### src/rtl/uart_rx_pkg.sv
package uart_rx_pkg;

    typedef enum logic [1:0] {
        RX_IDLE  = 2'd0,
        RX_START = 2'd1,
        RX_DATA  = 2'd2,
        RX_STOP  = 2'd3
    } rx_state_t;

    localparam int OFS_DATA    = 0;
    localparam int OFS_STATUS  = 2;
    localparam int OFS_CTRL    = 3;
    localparam int OFS_DIVISOR = 4;
    localparam int OFS_TERM    = 5;

    localparam int ST_AVAIL = 0;
    localparam int ST_OVR   = 1;
    localparam int ST_FERR  = 2;
    localparam int ST_EOP   = 3;
    localparam int ST_BITS  = 4;

endpackage

### src/rtl/rx_serial_fsm.sv
module rx_serial_fsm
    import uart_rx_pkg::*;
#(
    parameter int DATA_BITS = 8,
    parameter int DIV_W     = 16
) (
    input  logic                 clk,
    input  logic                 rst_n,
    input  logic                 rxd,
    input  logic [DIV_W-1:0]     divisor,
    output logic                 char_done,
    output logic                 frame_ok,
    output logic [DATA_BITS-1:0] char_data
);
    localparam int BCNT_W = $clog2(DATA_BITS + 1);

    rx_state_t            state_q, state_d;
    logic [1:0]           sync_q;
    logic                 rx_s;
    logic [DIV_W-1:0]     cnt_q;
    logic [BCNT_W-1:0]    bit_q;
    logic [DATA_BITS-1:0] shift_q;
    logic                 tick;
    logic                 last_bit;

    assign rx_s     = sync_q[1];
    assign tick     = (cnt_q == '0);
    assign last_bit = (bit_q == BCNT_W'(DATA_BITS - 1));

    // Two-flop synchronizer, idles high
    always_ff @(posedge clk or negedge rst_n) begin
        if (!rst_n) sync_q <= 2'b11;
        else        sync_q <= {sync_q[0], rxd};
    end

    // Next-state logic
    always_comb begin
        state_d = state_q;
        unique case (state_q)
            RX_IDLE:  if (!rx_s) state_d = RX_START;
            RX_START: if (tick) state_d = rx_s ? RX_IDLE : RX_DATA;
            RX_DATA:  if (tick && last_bit) state_d = RX_STOP;
            RX_STOP:  if (tick) state_d = RX_IDLE;
            default:  state_d = RX_IDLE;
        endcase
    end

    // State register
    always_ff @(posedge clk or negedge rst_n) begin
        if (!rst_n) state_q <= RX_IDLE;
        else        state_q <= state_d;
    end

    // Counters, shifter and outputs
    always_ff @(posedge clk or negedge rst_n) begin
        if (!rst_n) begin
            cnt_q     <= '0;
            bit_q     <= '0;
            shift_q   <= '0;
            char_done <= 1'b0;
            frame_ok  <= 1'b0;
            char_data <= '0;
        end else begin
            char_done <= 1'b0;
            unique case (state_q)
                RX_IDLE: begin
                    cnt_q <= (divisor >> 1) - DIV_W'(1);
                    bit_q <= '0;
                end
                RX_START: begin
                    cnt_q <= tick ? divisor - DIV_W'(1) : cnt_q - DIV_W'(1);
                end
                RX_DATA: begin
                    if (tick) begin
                        shift_q <= {rx_s, shift_q[DATA_BITS-1:1]};
                        bit_q   <= bit_q + BCNT_W'(1);
                        cnt_q   <= divisor - DIV_W'(1);
                    end else begin
                        cnt_q <= cnt_q - DIV_W'(1);
                    end
                end
                RX_STOP: begin
                    if (tick) begin
                        char_done <= 1'b1;
                        frame_ok  <= rx_s;
                        char_data <= shift_q;
                    end else begin
                        cnt_q <= cnt_q - DIV_W'(1);
                    end
                end
                default: cnt_q <= '0;
            endcase
        end
    end

    assert_bitcnt_R2: assert property (@(posedge clk) disable iff (!rst_n)
        bit_q <= BCNT_W'(DATA_BITS));

    assert_false_start_R12: assert property (@(posedge clk) disable iff (!rst_n)
        (state_q == RX_START && tick && rx_s) |=> (state_q == RX_IDLE && !char_done));

    assert_done_from_stop_R2: assert property (@(posedge clk) disable iff (!rst_n)
        char_done |-> $past(state_q) == RX_STOP);

endmodule

### src/rtl/rx_term_match.sv
module rx_term_match #(
    parameter int  DATA_BITS = 8,
    parameter bit  EOP_EN    = 1'b1
) (
    input  logic [DATA_BITS-1:0] char_in,
    input  logic [DATA_BITS-1:0] term,
    output logic                 match
);
    generate
        if (EOP_EN) begin : g_cmp
            assign match = (char_in == term);
        end else begin : g_off
            assign match = 1'b0;
        end
    endgenerate
endmodule

### src/rtl/rx_regs.sv
module rx_regs
    import uart_rx_pkg::*;
#(
    parameter int DATA_BITS = 8,
    parameter int DIV_W     = 16,
    parameter int ADDR_W    = 3,
    parameter int BUS_W     = 16,
    parameter int DIV_RESET = 16,
    parameter bit EOP_EN    = 1'b1
) (
    input  logic                 clk,
    input  logic                 rst_n,
    input  logic [ADDR_W-1:0]    addr,
    input  logic                 wr_en,
    input  logic                 rd_en,
    input  logic [BUS_W-1:0]     wdata,
    output logic [BUS_W-1:0]     rdata,
    input  logic                 char_done,
    input  logic                 frame_ok,
    input  logic [DATA_BITS-1:0] char_data,
    output logic [DIV_W-1:0]     divisor,
    output logic                 data_avail,
    output logic                 eop_out,
    output logic                 irq
);
    logic [DATA_BITS-1:0] hold_q;
    logic                 avail_q;
    logic                 hold_match_q;
    logic                 ovr_q, ferr_q, eop_q;
    logic [ST_BITS-1:0]   ctrl_q;
    logic [DIV_W-1:0]     div_q;
    logic [DATA_BITS-1:0] term_q;
    logic                 match;
    logic                 good_char;
    logic                 read_data;
    logic                 wr_status;
    logic [ST_BITS-1:0]   status;

    assign good_char = char_done && frame_ok;
    assign read_data = rd_en && (addr == ADDR_W'(OFS_DATA));
    assign wr_status = wr_en && (addr == ADDR_W'(OFS_STATUS));
    assign status    = {eop_q, ferr_q, ovr_q, avail_q};

    rx_term_match #(.DATA_BITS(DATA_BITS), .EOP_EN(EOP_EN)) u_match (
        .char_in (char_data),
        .term    (term_q),
        .match   (match)
    );

    generate
        if (EOP_EN) begin : g_term
            always_ff @(posedge clk or negedge rst_n) begin
                if (!rst_n) term_q <= '0;
                else if (wr_en && addr == ADDR_W'(OFS_TERM))
                    term_q <= wdata[DATA_BITS-1:0];
            end
        end else begin : g_noterm
            assign term_q = '0;
        end
    endgenerate

    always_ff @(posedge clk or negedge rst_n) begin
        if (!rst_n) begin
            hold_q       <= '0;
            avail_q      <= 1'b0;
            hold_match_q <= 1'b0;
            ovr_q        <= 1'b0;
            ferr_q       <= 1'b0;
            eop_q        <= 1'b0;
            ctrl_q       <= '0;
            div_q        <= DIV_W'(DIV_RESET);
        end else begin
            if (wr_en && addr == ADDR_W'(OFS_CTRL))
                ctrl_q <= wdata[ST_BITS-1:0];
            if (wr_en && addr == ADDR_W'(OFS_DIVISOR))
                div_q <= (wdata[DIV_W-1:0] < DIV_W'(2)) ? DIV_W'(2) : wdata[DIV_W-1:0];
            if (wr_status) begin
                ovr_q  <= 1'b0;
                ferr_q <= 1'b0;
                eop_q  <= 1'b0;
            end
            if (read_data) avail_q <= 1'b0;
            if (char_done && !frame_ok) ferr_q <= 1'b1;
            if (good_char) begin
                hold_q       <= char_data;
                avail_q      <= 1'b1;
                hold_match_q <= match;
                if (avail_q && !read_data) ovr_q <= 1'b1;
                if (match) eop_q <= 1'b1;
            end
        end
    end

    assign divisor    = div_q;
    assign data_avail = avail_q;
    assign eop_out    = avail_q && hold_match_q;
    assign irq        = |(status & ctrl_q);

    always_comb begin
        rdata = '0;
        unique case (addr)
            ADDR_W'(OFS_DATA):    rdata = BUS_W'(hold_q);
            ADDR_W'(OFS_STATUS):  rdata = BUS_W'(status);
            ADDR_W'(OFS_CTRL):    rdata = BUS_W'(ctrl_q);
            ADDR_W'(OFS_DIVISOR): rdata = BUS_W'(div_q);
            ADDR_W'(OFS_TERM):    rdata = BUS_W'(term_q);
            default:              rdata = '0;
        endcase
    end

    assert_avail_clear_R3: assert property (@(posedge clk) disable iff (!rst_n)
        (read_data && !good_char) |=> !data_avail);

    assert_ferr_no_store_R4: assert property (@(posedge clk) disable iff (!rst_n)
        (char_done && !frame_ok) |=> (ferr_q && $stable(hold_q)));

    assert_overrun_R5: assert property (@(posedge clk) disable iff (!rst_n)
        (good_char && avail_q && !read_data) |=> ovr_q);

    assert_eop_sticky_R6: assert property (@(posedge clk) disable iff (!rst_n)
        (eop_q && !wr_status) |=> eop_q);

    assert_eop_needs_avail_R8: assert property (@(posedge clk) disable iff (!rst_n)
        eop_out |-> data_avail);

    assert_irq_quiet_R9: assert property (@(posedge clk) disable iff (!rst_n)
        (ctrl_q == '0) |-> !irq);

    assert_div_min_R10: assert property (@(posedge clk) disable iff (!rst_n)
        divisor >= DIV_W'(2));

    generate
        if (!EOP_EN) begin : g_off_chk
            assert_eop_off_R11: assert property (@(posedge clk) disable iff (!rst_n)
                !eop_out && !eop_q);
        end
    endgenerate

endmodule

### src/rtl/uart_rx_eop.sv
module uart_rx_eop
    import uart_rx_pkg::*;
#(
    parameter int DATA_BITS = 8,
    parameter int DIV_W     = 16,
    parameter int ADDR_W    = 3,
    parameter int BUS_W     = 16,
    parameter int DIV_RESET = 16,
    parameter bit EOP_EN    = 1'b1
) (
    input  logic              clk,
    input  logic              rst_n,
    input  logic              rxd,
    input  logic [ADDR_W-1:0] addr,
    input  logic              wr_en,
    input  logic              rd_en,
    input  logic [BUS_W-1:0]  wdata,
    output logic [BUS_W-1:0]  rdata,
    output logic              data_avail,
    output logic              eop_out,
    output logic              irq
);
    logic                 char_done;
    logic                 frame_ok;
    logic [DATA_BITS-1:0] char_data;
    logic [DIV_W-1:0]     divisor;

    rx_serial_fsm #(.DATA_BITS(DATA_BITS), .DIV_W(DIV_W)) u_fsm (
        .clk       (clk),
        .rst_n     (rst_n),
        .rxd       (rxd),
        .divisor   (divisor),
        .char_done (char_done),
        .frame_ok  (frame_ok),
        .char_data (char_data)
    );

    rx_regs #(
        .DATA_BITS (DATA_BITS),
        .DIV_W     (DIV_W),
        .ADDR_W    (ADDR_W),
        .BUS_W     (BUS_W),
        .DIV_RESET (DIV_RESET),
        .EOP_EN    (EOP_EN)
    ) u_regs (
        .clk        (clk),
        .rst_n      (rst_n),
        .addr       (addr),
        .wr_en      (wr_en),
        .rd_en      (rd_en),
        .wdata      (wdata),
        .rdata      (rdata),
        .char_done  (char_done),
        .frame_ok   (frame_ok),
        .char_data  (char_data),
        .divisor    (divisor),
        .data_avail (data_avail),
        .eop_out    (eop_out),
        .irq        (irq)
    );
endmodule

### config.mk
export PLATFORM = sky130hd
export DESIGN_NAME = uart_rx_eop
export DESIGN_NICKNAME = d
export VERILOG_FILES = /design/src/rtl/uart_rx_pkg.sv /design/src/rtl/rx_serial_fsm.sv /design/src/rtl/rx_term_match.sv /design/src/rtl/rx_regs.sv /design/src/rtl/uart_rx_eop.sv
export SDC_FILE = /design/constraint.sdc
export NUM_CORES = 1
export LEC_CHECK = 0
export ABC_AREA = 1
export CORE_MARGIN = 4
export CORE_UTILIZATION = 60
export DETAILED_ROUTE_END_ITERATION = 7
export PLACE_DENSITY = 0.82
export SYNTH_ARGS = -nofsm -noshare
export SYNTH_HDL_FRONTEND = slang
export SYNTH_HIERARCHICAL = 1
export SYNTH_SLANG_ARGS = --single-unit
### constraint.sdc
create_clock -name clk -period 3.9 [get_ports clk]
set_clock_uncertainty 0.2 [all_clocks]
set_input_delay 0.585 -clock clk [delete_from_list [all_inputs] [get_ports clk]]
set_output_delay 0.585 -clock clk [all_outputs]
set_load 0.05 [all_outputs]
==> run summary, run 1 <==
The run finished with clean final reports. Of the cells placed in the final design, the portion with a size suffix greater than 1 is 0.07739. The total count of max-transition violations in the final report came out at 0. Setup violations remaining at the end of the flow were counted as 0.

STA classifies the critical path startpoint as a primary input. On the critical path the largest part of the delay comes from buffers and inverters. The via count normalized by instance count came out at 5.402.

The CTS buffer count came out at 9. 43 I/O pins were placed. The later pin in the worst-skew pair is clocked with a latency of 0.36 ns. Along the worst path, the maximum fanout reaches 11. The top-area cell type share of the netlist area is 0.3770.

The number of global-route vias before repair came out at 4,773. The largest net degree at the start of global routing came out at 84. The final-report hold violation count is 0. In this run the post-CTS setup repair buffer count came out at 0. For this run, the slowest stage of the critical path takes 0.82 ns. TritonCTS built the clock tree. The fraction of the core area covered by cells at the end of the flow came out at 0.6840. The setup slack of the worst register-to-register path came out at 1.13 ns. In this run, post-CTS repair resized a total of 0 instances. The data arrival time of the worst path came out at 2.70 ns.

The synthesized area per cell came out at 6.764 µm². The routed wirelength normalized by instance count came out at 14.12 µm. The global-route usage over all layers came out at 0.2707.

The critical path endpoint category is an output pin. Summed over all nets, the half-perimeter wirelength after detailed placement is 9795 µm. The library cell used most frequently in the layout, excluding fill and tap cells, is nand2_1. The required arrival time at the worst endpoint came out at 3.12 ns. The clock passes through at most 2 buffers. The share of total power consumed by net switching is 0.3902. The wire length of the first global-routing pass came out at 22,220 µm. In this run the tightest slew margin relative to its limit is 0.2970. The number of warnings issued by yosys came out at 6. Tracing the worst setup path back leads to its startpoint at addr[0]. The path type of the worst setup path is primary input to output pin.

The number of placed instances, taps included, is 919. The tightest min-delay check is of the flip-flop to flip-flop type. The remaining antenna violation count came out at 0.

The fraction of power consumed by combinational cells is 0.299. The slew of the pin with the lowest slew margin is 1.055 ns. Counting both buffers and inverters, the worst setup path holds a total of 2. The cell leakage power is 2.988 nW.

Based on the critical path, the design can be clocked at up to 286.7 MHz. The number of iterations in the first detailed-routing pass is 5. The register clock-pin slew on the reported worst setup and hold paths is 0.09 ns. The summed negative setup slack over all endpoints is 0 ns.

The fraction of power consumed by the clock network is 0.249. The power per unit of standard cell area came out at 413.4 nW/µm². The area taken by multi-input logic gates is 2696 µm². The net switching power figure is 0.9575 mW. The DRC marker count from the first detailed-route iteration is 352. The final critical delay including setup and external delays is 3.488 ns. The part of the cycle the worst path needs is 0.8944. The finished layout holds 935 standard cells, fillers aside.

The number of fill cells in the layout is 752. The internal portion of the total power is 1.496 mW. The area growth from synthesis to layout is 11.78%. The power after layout is 2.454 mW. The post-synthesis cell count came out at 785. Detailed routing inserted a total of 5,051 vias. The antenna diode count came out at 0. The worst voltage drop across the vdd grid is 0.0002359 V. Summing every instance area after synthesis gives 5310 µm². The sequential cell area is 2081 µm². The largest total area in the synthesized netlist belongs to dfrtp_1.

The number of core rows is 34. Routability-driven placement finished with a final weighted congestion of 0.9189. In the routed design, unresolved DRC markers number 0. On the final layout, the worst hold slack is 0.1606 ns. The die is 102.1 µm tall. The critical path goes through clkdlybuf4s50_1, nor2_1, nand2_1, nor2_1, clkdlybuf4s50_1. The core box area came out at 8678 µm². In this run, post-CTS hold repair placed 0 buffers.

Max-cap violations in this run came to 0. The share of the Yosys chip area taken by registers is 0.3918. The initial utilization of the core area, before any placement, comes to 0.6119. The deepest level of the CTS H-tree came out at 3. The full die area came out at 10,420 µm². The power share of the sequential group is 0.453. Ranked by total cell area, the synthesized netlist is headed by dfrtp_1 38%, nand2_1 20%, inv_1 7.4%. Setup repair after global routing left no endpoint under its margin.

The total overflow left after global routing is 0. The port buffer count came out at 42. The initial antenna violation count is 0. The largest individual stage delay along the critical path comes from the cell clkdlybuf4s50_1. The final layout contains 856 nets. The clock net sink count came out at 83. The root cell of the clock tree is clkbuf_8. The total wire length after detailed routing is 13,200 µm. The worst hold path begins at u_fsm/sync_q[0]. The count of distinct cell types in the synthesized netlist is 38. The library cells used most frequently in the layout, excluding fill and tap cells, are 277 x nand2_1, 105 x inv_1, 83 x nor2_1, 80 x dfrtp_1, 53 x nand3_1. The floorplan step set the die width to 102.1 µm. When the netlist entered floorplanning its net count stood at 819. The startpoint of the worst register-to-register path is u_fsm/cnt_q[0]. In this run, synthesis produced a sequential element count of 83.
-- worst reg2reg max path, delay by kind of cell (launching register included) --
family | cells | cell delay [ns]
adder cells (fa/ha/maj) | 1 | 0.24
flip-flops | 1 | 0.37
AND/OR/NAND/NOR | 5 | 1.06
AO/OA/AOI/OAI | 1 | 0.08
buffers and inverters | 3 | 0.75
-- metrics by stage --
| step | cell area [µm²] | setup WS (ns) |
|---|---|---|
| after global routing | 5936 | 0.3037 |
| final | 5936 | 0.4119 |
| after global placement | 5747 | 0.4898 |
| after detailed placement | 5747 | 0.4114 |
| after floorplan | 5310 | 1.206 |
| after CTS | 5936 | 0.4076 |
-- synthesized netlist by cell type (all sizes together) --
| library cell | n |
|---|---|
| inv | 109 |
| buf | 11 |
| and2 | 1 |
| clkinv | 3 |
| dfstp | 3 |
| nor2 | 92 |
| nand3b | 4 |
| a31oi | 2 |
| nor3 | 5 |
| o31ai | 2 |
| a21oi | 22 |
| dfrtp | 80 |
| o22ai | 2 |
| ha | 10 |
| o21ai | 64 |
| xnor2 | 6 |
| nand3 | 55 |
| xor2 | 11 |
| or2 | 2 |
| o211ai | 4 |
| nand4 | 10 |
| clkbuf | 7 |
| nand2 | 280 |
-- area by class of cell --
type | count | share of cell area
clock buffer | 9 | 0.02087
clock inverter | 7 | 0.01096
inverter | 112 | 0.07104
multi-input combinational | 572 | 0.4543
sequential | 83 | 0.3505
tap | 108 | 0.02277
timing repair buffer | 44 | 0.06956
-- power groups by stage --
stage / clock [mW] / sequential, mW / combinational (mW)
3_5_place_dp: 0 / 1.13 / 0.718
2_1_floorplan: 0 / 1.08 / 0.550
6_report: 0.610 / 1.11 / 0.733
4_1_cts: 0.633 / 1.11 / 0.724
3_3_place_gp: 0 / 1.12 / 0.701
5_1_grt: 0.667 / 1.13 / 0.823
-- state kept, by name, indices dropped and copies added (netlist names), 2 cells and up, named ones only --
| signal | cells |
|---|---|
| u_fsm/cnt_q | 16 |
| u_regs/hold_q | 8 |
| u_regs/divisor | 16 |
| u_fsm/sync_q | 2 |
| u_fsm/bit_q | 4 |
| u_regs/ctrl_q | 4 |
| u_fsm/shift_q | 8 |
| u_regs/term_q | 8 |
| u_fsm/char_data | 8 |
-- worst paths after layout --
kind	depth (start not counted)	end
max	5	rdata[15]
min	0	u_fsm/sync_q[1]
max reg2reg	10	u_fsm/frame_ok
min reg2reg	0	u_fsm/sync_q[1]
max in group asynchronous	1	u_fsm/cnt_q[6]
min in group asynchronous	1	u_regs/divisor[12]
-- per-layer routing --
metal	track usage	share of wire
met3	0.03345	0.043
met5	0	0
met4	0.1090	0.028
met1	0.3539	0.43
met2	0.4583	0.49
-- kinds of logic (layout without fill, tap and decap cells) --
family | after synthesis | after routing | share of synthesized area
AOI/OAI and AO/OA | 96 | 96 | 0.1023
xor gates and xnor gates | 17 | 17 | 0.02804
adders and majority gates | 10 | 10 | 0.02356
buffers and inverters | 130 | 172 | 0.1004
DFF | 83 | 83 | 0.3918
and+or+nand+nor | 449 | 449 | 0.3539
(Power assumes the default switching activity.)
==> run 2: changes to the inputs <==
Clock period 3.9 ns to 4.2 ns, I/O delays scaled along.
==> run summary, run 2 (synthesized netlist as in run 1, its figures left out) <==
The flow ran to the end, and the final reports show no timing, DRC or antenna violations. The area growth from synthesis to layout came out at 12.70%. The library cells used most frequently in the layout, excluding fill and tap cells, are 277 x nand2_1, 105 x inv_1, 83 x nor2_1, 80 x dfrtp_1, 53 x nand3_1. The number of core rows is 34.

Across the VDD grid, the largest voltage drop is 0.0002268 V. The later-pin clock latency in the skew report is 0.37 ns. The smallest setup slack after layout came out at 0.4342 ns. Walking the worst path, the cells encountered are clkdlybuf4s50_1, nor2_1, nand2_1, inv_1, nand2_1, nand3_1, clkdlybuf4s50_1. The initial antenna violation count is 0. The stage delay of the slowest cell on the critical path came out at 0.81 ns.

The post-layout instance area came out at 5984 µm². Among all stages on the critical path, the largest delay is contributed by clkdlybuf4s50_1. At the end of the flow the core is filled with cells to 0.6896. The horizontal die dimension came out at 102.1 µm. Setup violations remaining at the end of the flow were counted as 0. The deepest level of the CTS H-tree came out at 3. The detailed router put a total of 5634 µm of wire on met1. The routed length on met3 is 526 µm. Dividing total power by cell area gives a power density of 396.2 nW/µm². The overall die height came out at 102.1 µm. The class of the tightest hold or removal check is flip-flop to flip-flop. The count of hold buffers inserted by post-cts repair came out at 0. The part of the cycle the worst path needs is 0.8966. The clock tree buffer depth came out at 2. The tree is rooted in a clkbuf_8.

The global-route usage over all layers came out at 0.2698. The overflow left after global routing is 0. The total wire length after detailed routing came out at 13,190 µm. The placed instances occupy a cell area of 5759 µm². Setup total negative slack on the finished layout was measured at 0 ns. The cell leakage power is 2.989 nW. Setup repair after global routing left no endpoint under its margin.

The required arrival time at the worst endpoint came out at 3.37 ns. In the routed design, unresolved DRC markers number 0. Leaving out fill and tap cells, the most frequent cell in the layout is nand2_1. The final layout net count is 856.

Once detailed placement completed, the half-perimeter wirelength came to 9785 µm. The filler cells instantiated in the layout total 733. Of all nets on the critical path, the largest fanout is 11. The via count normalized by instance count is 5.451. The highest clock frequency the design can meet came out at 265.5 MHz. The number of cells upsized or downsized after cts came out at 0. Measured against its own limit, the worst slew margin works out to 0.3076.

In this run the most critical hold path is launched from u_fsm/sync_q[0]. The remaining antenna violation count is 0. In the final layout, the share of cells above drive strength 1 is 0.07134. The max-capacitance violation count is 0.

The number of global-route vias before repair came to 4,874. The final critical delay including setup and external delays is 3.766 ns. For this block, the initial DRC count from the detailed router was 319. The routed wirelength normalized by instance count is 14.10 µm. The total count of max-transition violations in the final report came out at 0. The full die area is 10,420 µm². The post-place setup slack came out at 0.4446 ns. The power share of the sequential group came out at 0.435. The final route contains 5,097 vias. The tightest hold path in the finished design has a slack of 0.1617 ns. The slew of the pin with the lowest slew margin is 1.039 ns.

The final-report hold violation count is 0. The fraction of power consumed by the clock network is 0.276. The worst register-to-register path begins at u_fsm/cnt_q[0]. The path type of the worst setup path is primary input to output pin. The clock net sink count is 83. The final weighted congestion of routability-driven global placement is 0.9470. The antenna diode count is 0. The highest routing layer actually used is met4. Tracing the worst setup path back leads to its startpoint at addr[0]. The core box area came out at 8678 µm².

The share of total power consumed by net switching is 0.3682. The number of clock buffers added by TritonCTS is 9. TritonCTS built the clock tree. For this run, the detailed router's first-pass iteration total came to 7. The I/O pin count is 43.

The first global-routing pass estimated 22,320 µm of wire. The cell type group with the largest total delay on the critical path is buffers and inverters. The fraction of power consumed by combinational cells is 0.289. The starting density of the core is 0.6119. The port buffer count came out at 42. The register clock-pin slew on the reported worst setup and hold paths is 0.09 ns.

The length of routed met2 wiring is 6691 µm. The data arrival time of the worst path came out at 2.94 ns. The net switching power figure is 0.8730 mW. The worst setup path is launched from a primary input. The critical path contains buffers and inverters numbering 3 combined.

The worst setup path is captured at an output pin. The largest net degree at the start of global routing is 84. The post-CTS repair timing setup buffer count came out at 0. The internal power consumption came out at 1.498 mW.
## run 2: changes by cell type in the layout (fill, tap and decap cells not counted)
cell and change:
buf_4 -5, clkdlybuf4s50_1 +5, inv_6 -3, bufinv_16 +2
clkinv_4 +2, inv_8 -2, clkinvlp_4 +1
## run 2: per-layer routing
| layer | track usage | vias to the layer above |
|---|---|---|
| met5 | 0 | - |
| met4 | 0.1090 | 0 |
| met3 | 0.03208 | 29 |
| met2 | 0.4743 | 150 |
| met1 | 0.3376 | 2392 |
| li1 | - | 2526 |
## run 2: final cells by class
| type | instances | area [µm²] | share of cell area |
|---|---|---|---|
| Clock buffer | 9 | 123.9 | 0.02070 |
| Clock inverter | 7 | 101.3 | 0.01693 |
| Inverter | 112 | 421.7 | 0.07046 |
| Multi-Input combinational cell | 572 | 2696 | 0.4506 |
| Sequential cell | 83 | 2081 | 0.3477 |
| Tap cell | 108 | 135.1 | 0.02258 |
| Timing Repair Buffer | 44 | 425.4 | 0.07109 |
## run 2: power by group through the flow
| stage | Sequential, mW | Clock [mW] | Combinational (mW) |
|---|---|---|---|
| after floorplan | 1.01 | 0 | 0.511 |
| after global routing | 1.05 | 0.697 | 0.773 |
| final | 1.03 | 0.654 | 0.685 |
| after detailed placement | 1.04 | 0 | 0.673 |
| after global placement | 1.04 | 0 | 0.651 |
| after CTS | 1.03 | 0.668 | 0.679 |
## run 2: worst paths after layout
| kind | end | slack, ns | cells past startpoint |
|---|---|---|---|
| worst max-delay path | rdata[4] | 0.43 | 7 |
| worst min-delay path | u_fsm/sync_q[1] | 0.16 | 0 |
| worst max register to register | u_fsm/char_data[2] | 1.40 | 10 |
| worst min register to register | u_fsm/sync_q[1] | 0.16 | 0 |
| max in group asynchronous | u_fsm/bit_q[3] | 2.89 | 1 |
| min in group asynchronous | u_regs/divisor[9] | 0.21 | 1 |
## run 2: metrics by stage
stage	cells	total power [mW]
floorplan	785	1.516
global placement	919	1.692
detailed placement	919	1.717
CTS	935	2.375
global route	935	2.517
finish	935	2.371
## run 2: worst register-to-register path, cell delays in order, from the launching register on
cell and delay [ns]:
dfrtp_1 0.37, inv_1 0.10, ha_1 0.25, nand3_1 0.09
nor2_1 0.06, nand2_2 0.33, clkinv_2 0.36, nand2_1 0.51
buf_4 0.30, nand2_1 0.08, o21ai_0 0.08
